==> config.mk <==
export PLATFORM = sky130hd
export DESIGN_NAME = nibble_rot_unit
export DESIGN_NICKNAME = d
export VERILOG_FILES = /design/src/rtl/nrot_pkg.sv /design/src/rtl/nrot_seq.sv /design/src/rtl/nrot_shuffle.sv /design/src/rtl/nrot_flags.sv /design/src/rtl/nibble_rot_unit.sv
export SDC_FILE = /design/constraint.sdc
export NUM_CORES = 1
export LEC_CHECK = 0
export BUFFER_PORTS_ARGS = -buffer_cell sky130_fd_sc_hd__buf_2
export CELL_PAD_IN_SITES_DETAIL_PLACEMENT = 1
export CELL_PAD_IN_SITES_GLOBAL_PLACEMENT = 2
export CORE_ASPECT_RATIO = 1.2
export CORE_UTILIZATION = 35
export CTS_CLUSTER_SIZE = 8
export DETAILED_ROUTE_END_ITERATION = 7
export PLACE_DENSITY_LB_ADDON = 0.1
export SETUP_SLACK_MARGIN = 0.15
export SKIP_CTS_REPAIR_TIMING = 1
export SYNTH_ARGS = -nofsm -noshare
export SYNTH_HDL_FRONTEND = slang
export SYNTH_SLANG_ARGS = --single-unit
==> constraint.sdc <==
create_clock -name clk -period 4.8 [get_ports clk]
set_input_delay 0.48 -clock clk [delete_from_list [all_inputs] [get_ports clk]]
set_output_delay 0.48 -clock clk [all_outputs]
set_load 0.005 [all_outputs]
==> src/rtl/nrot_pkg.sv <==
package nrot_pkg;

  // Flag byte bit positions
  localparam int FLAG_C  = 0;
  localparam int FLAG_N  = 1;
  localparam int FLAG_PV = 2;
  localparam int FLAG_X3 = 3;
  localparam int FLAG_H  = 4;
  localparam int FLAG_X5 = 5;
  localparam int FLAG_Z  = 6;
  localparam int FLAG_S  = 7;

  typedef enum logic [2:0] {
    ST_IDLE    = 3'd0,
    ST_RD_REQ  = 3'd1,
    ST_RD_WAIT = 3'd2,
    ST_WR_REQ  = 3'd3,
    ST_HOLD    = 3'd4,
    ST_DONE    = 3'd5
  } nrot_state_e;

  typedef enum logic {
    DIR_RIGHT = 1'b0,
    DIR_LEFT  = 1'b1
  } nrot_dir_e;

endpackage

==> src/rtl/nrot_seq.sv <==
module nrot_seq
  import nrot_pkg::*;
#(
  parameter int CYCLES = 18
) (
  input  logic clk,
  input  logic rst_n,
  input  logic start_i,
  input  logic req_ready_i,
  input  logic rsp_valid_i,
  output logic load_o,
  output logic take_o,
  output logic req_valid_o,
  output logic req_write_o,
  output logic commit_o,
  output logic done_o
);

  localparam int CNT_W = $clog2(CYCLES) + 2;
  localparam logic [CNT_W-1:0] CNT_MAX  = '1;
  localparam logic [CNT_W-1:0] CNT_LAST = CNT_W'(CYCLES - 1);

  nrot_state_e state_q, state_d;
  logic [CNT_W-1:0] cnt_q;
  logic idle_like;
  logic busy;

  assign idle_like = (state_q == ST_IDLE) || (state_q == ST_DONE);
  assign busy      = !idle_like;
  assign load_o    = start_i && idle_like;
  assign take_o    = (state_q == ST_RD_WAIT) && rsp_valid_i;
  assign commit_o  = (state_q == ST_HOLD) && (cnt_q >= CNT_LAST);
  assign done_o    = (state_q == ST_DONE);

  assign req_valid_o = (state_q == ST_RD_REQ) || (state_q == ST_WR_REQ);
  assign req_write_o = (state_q == ST_WR_REQ);

  always_comb begin
    state_d = state_q;
    unique case (state_q)
      ST_IDLE, ST_DONE: state_d = load_o ? ST_RD_REQ : ST_IDLE;
      ST_RD_REQ:        if (req_ready_i) state_d = ST_RD_WAIT;
      ST_RD_WAIT:       if (rsp_valid_i) state_d = ST_WR_REQ;
      ST_WR_REQ:        if (req_ready_i) state_d = ST_HOLD;
      ST_HOLD:          if (commit_o)    state_d = ST_DONE;
      default:          state_d = ST_IDLE;
    endcase
  end

  always_ff @(posedge clk or negedge rst_n) begin
    if (!rst_n) begin
      state_q <= ST_IDLE;
      cnt_q   <= '0;
    end else begin
      state_q <= state_d;
      if (load_o) begin
        cnt_q <= CNT_W'(1);
      end else if (busy && (cnt_q != CNT_MAX)) begin
        cnt_q <= cnt_q + 1'b1;
      end
    end
  end

  // Done lasts one cycle unless a new start turns it straight into a new run.
  assert_done_single_R7: assert property (@(posedge clk) disable iff (!rst_n)
    done_o |=> !done_o);

  // A stalled request keeps being offered with the same kind.
  assert_req_hold_R10: assert property (@(posedge clk) disable iff (!rst_n)
    (req_valid_o && !req_ready_i) |=> (req_valid_o && $stable(req_write_o)));

  // A start while busy leaves the run in progress untouched.
  assert_busy_ignores_start_R8: assert property (@(posedge clk) disable iff (!rst_n)
    (start_i && busy) |-> !load_o);

endmodule

==> src/rtl/nrot_shuffle.sv <==
module nrot_shuffle
  import nrot_pkg::*;
#(
  parameter int DATA_W = 8,
  parameter int ADDR_W = 16
) (
  input  logic              clk,
  input  logic              rst_n,
  input  logic              load_i,
  input  logic              take_i,
  input  logic              commit_i,
  input  logic              dir_left_i,
  input  logic [DATA_W-1:0] acc_i,
  input  logic [ADDR_W-1:0] addr_i,
  input  logic [DATA_W-1:0] rdata_i,
  output logic [ADDR_W-1:0] addr_o,
  output logic [DATA_W-1:0] wbyte_o,
  output logic [DATA_W-1:0] new_acc_o,
  output logic              have_byte_o
);

  localparam int NIB_W = DATA_W / 2;

  logic [DATA_W-1:0] acc_q;
  logic [DATA_W-1:0] mem_q;
  logic [ADDR_W-1:0] addr_q;
  nrot_dir_e         dir_q;
  logic              have_q;

  logic [NIB_W-1:0] acc_hi, acc_lo, mem_hi, mem_lo;

  assign acc_hi = acc_q[DATA_W-1:NIB_W];
  assign acc_lo = acc_q[NIB_W-1:0];
  assign mem_hi = mem_q[DATA_W-1:NIB_W];
  assign mem_lo = mem_q[NIB_W-1:0];

  always_ff @(posedge clk or negedge rst_n) begin
    if (!rst_n) begin
      acc_q  <= '0;
      mem_q  <= '0;
      addr_q <= '0;
      dir_q  <= DIR_RIGHT;
      have_q <= 1'b0;
    end else begin
      if (load_i) begin
        acc_q  <= acc_i;
        addr_q <= addr_i;
        dir_q  <= nrot_dir_e'(dir_left_i);
        have_q <= 1'b0;
      end else if (take_i) begin
        mem_q  <= rdata_i;
        have_q <= 1'b1;
      end
    end
  end

  always_comb begin
    if (dir_q == DIR_LEFT) begin
      wbyte_o   = {mem_lo, acc_lo};
      new_acc_o = {acc_hi, mem_hi};
    end else begin
      wbyte_o   = {acc_lo, mem_hi};
      new_acc_o = {acc_hi, mem_lo};
    end
  end

  assign addr_o      = addr_q;
  assign have_byte_o = have_q;

  // The run cannot finish before its memory byte was captured.
  assert_commit_after_read_R6: assert property (@(posedge clk) disable iff (!rst_n)
    commit_i |-> have_q);

  // Operand address does not move between load and commit.
  assert_addr_steady_R6: assert property (@(posedge clk) disable iff (!rst_n)
    (have_q && !load_i) |=> $stable(addr_q));

endmodule

==> src/rtl/nrot_flags.sv <==
module nrot_flags
  import nrot_pkg::*;
#(
  parameter int DATA_W = 8
) (
  input  logic              clk,
  input  logic              rst_n,
  input  logic              load_i,
  input  logic              commit_i,
  input  logic              carry_i,
  input  logic [DATA_W-1:0] res_i,
  output logic [7:0]        flags_o
);

  logic       carry_q;
  logic [7:0] flags_q;
  logic [7:0] flags_d;

  always_comb begin
    flags_d          = '0;
    flags_d[FLAG_S]  = res_i[DATA_W-1];
    flags_d[FLAG_Z]  = (res_i == '0);
    flags_d[FLAG_X5] = res_i[5];
    flags_d[FLAG_H]  = 1'b0;
    flags_d[FLAG_X3] = res_i[3];
    flags_d[FLAG_PV] = ~(^res_i);
    flags_d[FLAG_N]  = 1'b0;
    flags_d[FLAG_C]  = carry_q;
  end

  always_ff @(posedge clk or negedge rst_n) begin
    if (!rst_n) begin
      carry_q <= 1'b0;
      flags_q <= '0;
    end else begin
      if (load_i)   carry_q <= carry_i;
      if (commit_i) flags_q <= flags_d;
    end
  end

  assign flags_o = flags_q;

  // The carry that was captured at start is the one that appears at commit.
  assert_carry_kept_R5: assert property (@(posedge clk) disable iff (!rst_n)
    commit_i |=> (flags_q[FLAG_C] == carry_q));

endmodule

==> src/rtl/nibble_rot_unit.sv <==
module nibble_rot_unit
  import nrot_pkg::*;
#(
  parameter int CYCLES = 18,
  parameter int ADDR_W = 16
) (
  input  logic              clk,
  input  logic              rst_n,
  input  logic              start_i,
  input  logic              dir_left_i,
  input  logic [7:0]        acc_i,
  input  logic [7:0]        flags_i,
  input  logic [ADDR_W-1:0] addr_i,
  output logic              done_o,
  output logic [7:0]        acc_o,
  output logic [7:0]        flags_o,
  output logic              mem_req_valid_o,
  input  logic              mem_req_ready_i,
  output logic              mem_req_write_o,
  output logic [ADDR_W-1:0] mem_req_addr_o,
  output logic [7:0]        mem_req_wdata_o,
  input  logic              mem_rsp_valid_i,
  input  logic [7:0]        mem_rsp_data_i
);

  localparam int DATA_W = 8;

  logic              load, take, commit, have_byte;
  logic [DATA_W-1:0] new_acc;
  logic [DATA_W-1:0] acc_q;
  logic              unused_flag_bits;

  assign unused_flag_bits = ^flags_i[7:1];

  nrot_seq #(.CYCLES(CYCLES)) seq_i (
    .clk         (clk),
    .rst_n       (rst_n),
    .start_i     (start_i),
    .req_ready_i (mem_req_ready_i),
    .rsp_valid_i (mem_rsp_valid_i),
    .load_o      (load),
    .take_o      (take),
    .req_valid_o (mem_req_valid_o),
    .req_write_o (mem_req_write_o),
    .commit_o    (commit),
    .done_o      (done_o)
  );

  nrot_shuffle #(.DATA_W(DATA_W), .ADDR_W(ADDR_W)) shuffle_i (
    .clk         (clk),
    .rst_n       (rst_n),
    .load_i      (load),
    .take_i      (take),
    .commit_i    (commit),
    .dir_left_i  (dir_left_i),
    .acc_i       (acc_i),
    .addr_i      (addr_i),
    .rdata_i     (mem_rsp_data_i),
    .addr_o      (mem_req_addr_o),
    .wbyte_o     (mem_req_wdata_o),
    .new_acc_o   (new_acc),
    .have_byte_o (have_byte)
  );

  nrot_flags #(.DATA_W(DATA_W)) flags_i_u (
    .clk      (clk),
    .rst_n    (rst_n),
    .load_i   (load),
    .commit_i (commit),
    .carry_i  (flags_i[FLAG_C]),
    .res_i    (new_acc),
    .flags_o  (flags_o)
  );

  always_ff @(posedge clk or negedge rst_n) begin
    if (!rst_n) acc_q <= '0;
    else if (commit) acc_q <= new_acc;
  end

  assign acc_o = acc_q;

  // A write is offered only once the read byte is held.
  assert_write_after_read_R6: assert property (@(posedge clk) disable iff (!rst_n)
    (mem_req_valid_o && mem_req_write_o) |-> have_byte);

  // A stalled request keeps address and data.
  assert_req_fields_hold_R10: assert property (@(posedge clk) disable iff (!rst_n)
    (mem_req_valid_o && !mem_req_ready_i) |=>
      ($stable(mem_req_addr_o) && $stable(mem_req_wdata_o)));

  // Flag byte agrees with the accumulator register it accompanies.
  assert_flags_track_acc_R5: assert property (@(posedge clk) disable iff (!rst_n)
    done_o |-> ((flags_o[FLAG_Z] == (acc_o == 8'h00)) &&
                (flags_o[FLAG_PV] == ~(^acc_o)) &&
                (flags_o[FLAG_S] == acc_o[7]) &&
                !flags_o[FLAG_H] && !flags_o[FLAG_N]));

endmodule

Yosys cells after proc, flatten, opt, wreduce, memory -nomap -nowiden
Index checks and enable logic that the tools add are counted.
{"block": "op_classes", "addsub": 1, "bitwise_logic": 2, "n_shift": 0, "mux": 10, "n_reduce_logical": 14, "mul": 0, "div": 0, "n_eq_ne": 10, "n_lt_le_gt_ge": 1}
{"op": "3-bit case mux with 5 select lines", "n": 1}
{"op": "7-bit two-way mux", "n": 2}
{"op": "3-bit two-way mux", "n": 4}
{"op": "8-bit logical NOT", "n": 1}
{"op": "8-bit two-way mux", "n": 1}
{"op": "2-bit inequality test (second input constant)", "n": 4}
{"op": "8-bit parity", "n": 1}
{"op": "7-bit by 1-bit adder with 7-bit output (second input constant)", "n": 1}
{"op": "7-bit by 5-bit greater-or-equal comparator with 1-bit output (second input constant)", "n": 1}
{"op": "7-bit inequality test (second input constant)", "n": 1}
{"op": "3-bit by 2-bit == test with 1-bit output (second input constant)", "n": 2}
{"op": "3-bit == test (second input constant)", "n": 2}
{"op": "1-bit logical AND", "n": 4}
{"op": "4-bit two-way mux", "n": 1}
{"op": "4-bit AND reduction", "n": 1}
{"op": "3-bit by 1-bit == test with 1-bit output (second input constant)", "n": 1}
{"op": "3-bit logical NOT", "n": 1}
{"op": "1-bit logical OR", "n": 2}
{"op": "1-bit inverter", "n": 2}
{"op": "2-bit AND reduction", "n": 1}
{"op": "2-bit nonzero test", "n": 1}
{"op": "2-bit OR reduction", "n": 1}
{"op": "1-bit logical NOT", "n": 1}
{"op": "1-bit two-way mux", "n": 1}
{"block": "totals", "romBits": 0, "ram_bits": 0, "wordCells": 47, "latchBits": 0, "regBits": 58, "out_inout_bits": 43, "memories": 0}

Depth between registers and ports, before layout
{"block": "logic_depth", "ltp_word": 6, "depth_mapped": 7, "ltp_nobuf": 6}

By module
Synthesis repeated with hierarchy kept, for this count alone.
{"block": "hier_totals", "cells_unflattened": 211, "area_unflattened_um2": 2884.0}
{"module": "nrot_shuffle", "n_inst": 1, "seq_area_each_um2": 850.8, "cells_per_inst": 91, "area_each_um2": 1500.2}
{"module": "nrot_seq", "n_inst": 1, "seq_area_each_um2": 250.2, "cells_per_inst": 68, "area_each_um2": 655.6}
{"module": "nrot_flags", "n_inst": 1, "seq_area_each_um2": 175.2, "cells_per_inst": 35, "area_each_um2": 396.6}
{"module": "nibble_rot_unit", "n_inst": 1, "seq_area_each_um2": 200.2, "cells_per_inst": 17, "area_each_um2": 331.6}

Worst setup path after synthesis
No wires, ideal clock.
{"block": "synth_timing", "path_type": "register to register", "from": "register shuffle_i.dir_q", "to": "register flags_i_u.flags_q[2], in the netlist flags_i_u.flags_o[2]", "period_less_slack_ns": 1.908, "setup_slack_ns": 2.892, "t_arrival_ns": 1.783, "required_ns": 4.675, "path_stages_with_launch": 7, "path_cell_list": "dfrtp_1 > clkbuf_1 > mux2i_1 > ha_1 > xnor2_1 > xnor2_1 > mux2_2"}
{"block": "synth_between", "elab_chain_cells": 3}
{"item": "start: declaration", "line_no": "nrot_shuffle.sv:27", "source": "nrot_dir_e dir_q;"}
{"item": "start signal: assignment", "line_no": "nrot_shuffle.sv:48", "source": "dir_q <= nrot_dir_e'(dir_left_i);"}
{"item": "4-bit two-way mux", "line_no": "nrot_shuffle.sv:58", "source": "if (dir_q == DIR_LEFT) begin"}
{"item": "8-bit parity", "line_no": "nrot_flags.sv:26", "source": "flags_d[FLAG_PV] = ~(^res_i);"}
{"item": "1-bit inverter", "line_no": "nrot_flags.sv:26"}
{"item": "end signal: assignment", "line_no": "nrot_flags.sv:37", "source": "if (commit_i) flags_q <= flags_d;"}
{"item": "end: declaration", "line_no": "nrot_flags.sv:16", "source": "logic [7:0] flags_q;"}
Every way passes these cells.
A chain may end at the register's enable or synchronous reset.

Final worst setup path
Same ends and word-level chain as after synthesis.

==> run_results.csv <==
group,metric,value,unit
logic_synthesis,synth_top_area_share,51.12,%
logic_synthesis,yosys.area.top_type,"dfrtp_1",
floorplan,die_w,82.07,um
logic_synthesis,synthTopCellsByCount,"dfrtp_1, mux2_4, mux2_2",
grt,grt_start_max_net_pins,56,
grt,grt.total_usage,15.11,%
place,place_area,0.003109,mm2
timing,max_freq,485.7,MHz
logic_synthesis,avgSynthCellArea,13.53,um2
place,dp.final_hpwl,4060,um
drt,drt.antenna.violating_nets,0,
drt,drcViolationCount,0,
timing,setup_viol,0,
timing,rsz0062_at_grt,"false",
finish,stdcell_area,0.003194,mm2
outcome,status,"finished, final reports clean",
clocking,clockRootBuffer,"clkbuf_8",
finish,drive_gt1_share,51.45,%
pwr,p_per_area,665.1,mW/mm2
clocking,clock_latency,310,ps
logic_synthesis,synth-edff-count,0,
logic_synthesis,ys.flop_type,"dfrtp_1",
drt,drt-total-wl,5663,um
critical_path,cp_common_cell,"xnor2_1",
critical_path,cp-start-kind,"flop",
place,port_buffers,79,
drt,firstDrtPassIters,3,
grt,grt_pass1_wl,9259,um
critical_path,critPathBufInv,0,
logic_synthesis,ys_seq_area_share,51.12,%
grt,overflow,0,
logic_synthesis,syn_area,0.002693,mm2
floorplan,row_count,34,
pwr,power_leakage,0.001593,uW
floorplan,die_area,0.008049,mm2
critical_path,end_kind,"flop",
critical_path,critPathArrivalTime,2270,ps
clocking,cts.path.max_buffers,2,
clocking,clk_pin_slew_worst_paths,100,ps
finish,fillCellCount,814,
critical_path,slowest_delay,700,ps
drt,routedWlPerCell,15.47,um
logic_synthesis,synth_seq_cells,55,
logic_synthesis,yosysUniqueCellTypes,38,
grt,grt_pass1_vias,1889,
critical_path,crit_path_cell_trace,"mux2i_1 > ha_1 > xnor2_1 > xnor2_1 > mux2_2",
logic_synthesis,ys_warn_count,0,
critical_path,cp.required,5010,ps
timing,finalSetupTns,0,ps
clocking,clock-sinks,55,
critical_path,cp_top_family,"flip-flops",
logic_synthesis,yosys-top-cells-area,"dfrtp_1, mux2_4, mux2_2, ha_1, mux2i_1",
clocking,cts_made_buffers,5,
finish,diodes,0,
job,drv_cap,0,
critical_path,r2r_slack,2740,ps
timing,maxSlewViolCount,0,
floorplan,core_area,0.007360,mm2
pwr,ir_drop,0.3620,mV
drt,vias,1769,
timing,maxSlewHeadroom,49.05,%
critical_path,crit_fanout,13,
critical_path,criticalPathCategory,"reg2reg",
timing,period_share,42.90,%
min_path,hold_path_class,"in2async",
floorplan,io_pins,89,
finish,syn_to_final_growth,18.63,%
place,place.gp.congestion,0.7837,
drt,vias_per_cell,4.833,
logic_synthesis,synthCells,199,
timing,tightest_slew,760.2,ps
logic_synthesis,synth_most_common_cell,"dfrtp_1",
floorplan,die_height,98.08,um
critical_path,r2r_end,"flags_i_u.flags_o[2]",
drt,first_iter_violations,42,
logic_synthesis,async_reset_ff_share,100.0,%
clocking,cts_tree,"done",
grt,antenna_found_initial,0,
floorplan,start_util,36.59,%
critical_path,reg2regPathDepth,5,
timing,finalHoldViolations,0,
finish,final_nets,327,
clocking,htree_num_levels,2,
critical_path,r2r-start,"shuffle_i.dir_q",
timing,skew,12.44,ps
critical_path,cpMaxStageDelayCell,"dfrtp_1",
timing,min_period,2059,ps
## cell families after synthesis
kind of cell	after synthesis	share of synthesized area, %
XOR/XNOR	5	1.626
adder cells (fa/ha/maj)	7	3.160
AND/OR/NAND/NOR	34	6.320
other	1	0.1393
multiplexers	54	26.07
flip-flops	55	51.12
buffers and inverters	21	5.065
AO/OA/AOI/OAI	22	6.506
## placed cells by master, fill, tap and decap left out, drive strengths merged, types with 4 or more instances in the layout
cell     n
clkbuf   6
xnor2    4
mux2    48
ha       6
dfrtp   55
inv      9
nor3     5
nor2    11
a21oi    7
mux2i    6
a31oi    4
nand2    8
buf     80
## area by class of cell
| type | instances | area, um2 | share of cell area, % |
|---|---|---|---|
| tap | 90 | 112.6 | 3.525 |
| timing repair buffer | 80 | 402.9 | 12.61 |
| multi-input combinational | 124 | 1184 | 37.05 |
| sequential | 55 | 1376 | 43.09 |
| clock inverter | 2 | 12.51 | 0.3917 |
| clock buffer | 6 | 72.57 | 2.272 |
| inverter | 9 | 33.78 | 1.058 |
## registers in the layout, indices dropped and copies added (netlist names)
register,flops
seq_i.cnt_q,7
seq_i.state_q,3
flags_i_u.carry_q,1
shuffle_i.addr_o,16
acc_o,8
shuffle_i.mem_q,8
shuffle_i.dir_q,1
flags_i_u.flags_o,3
shuffle_i.acc_q,8
## through the flow
stage	hold slack [ps]	instances	power [uW]	setup slack [ps]	utilization, %
after global placement	486.4	358	1876	2730	42.25
final	277.7	366	2124	2741	43.40
after floorplan	184.4	200	1597	2892	-
after detailed placement	487.5	358	1894	2747	42.25
after global routing	356.6	366	2304	2612	43.40
after CTS	325.8	366	2163	2734	43.40
## worst register-to-register path: stages (launching register included)
cell and delay, ps:
dfrtp_1 700, mux2i_1 410, ha_1 310, xnor2_1 190, xnor2_1 90, mux2_2 260
## power by group
group / switching [uW] / internal, uW / leakage (uW) / total (uW)
clock network: 154 / 103 / 0.0000412 / 256
logic: 406 / 602 / 0.000872 / 1010
registers: 187 / 672 / 0.000680 / 860
total: 747 / 1380 / 0.00159 / 2120
## worst max path at each step
stage / startpoint / slack (ps) / endpoint / depth (start not counted)
after detailed placement: shuffle_i.dir_q / 2750 / flags_i_u.flags_o[2] / 5
after global placement: shuffle_i.dir_q / 2730 / flags_i_u.flags_o[2] / 5
final: shuffle_i.dir_q / 2740 / flags_i_u.flags_o[2] / 5
after global routing: shuffle_i.dir_q / 2610 / flags_i_u.flags_o[2] / 5
after CTS: shuffle_i.dir_q / 2730 / flags_i_u.flags_o[2] / 5
after floorplan: shuffle_i.dir_q / 2890 / flags_i_u.flags_o[2] / 6
## per-layer routing
| layer | share of wire (%) | up-vias | global-route usage, % |
|---|---|---|---|
| met2 | 50 | 39 | 24.67 |
| met5 | 0 | - | 0 |
| met4 | 1.1 | 0 | 4.453 |
| li1 | - | 845 | - |
| met3 | 4.4 | 6 | 3.551 |
| met1 | 45 | 879 | 19.57 |
(Power assumes the default switching activity.)
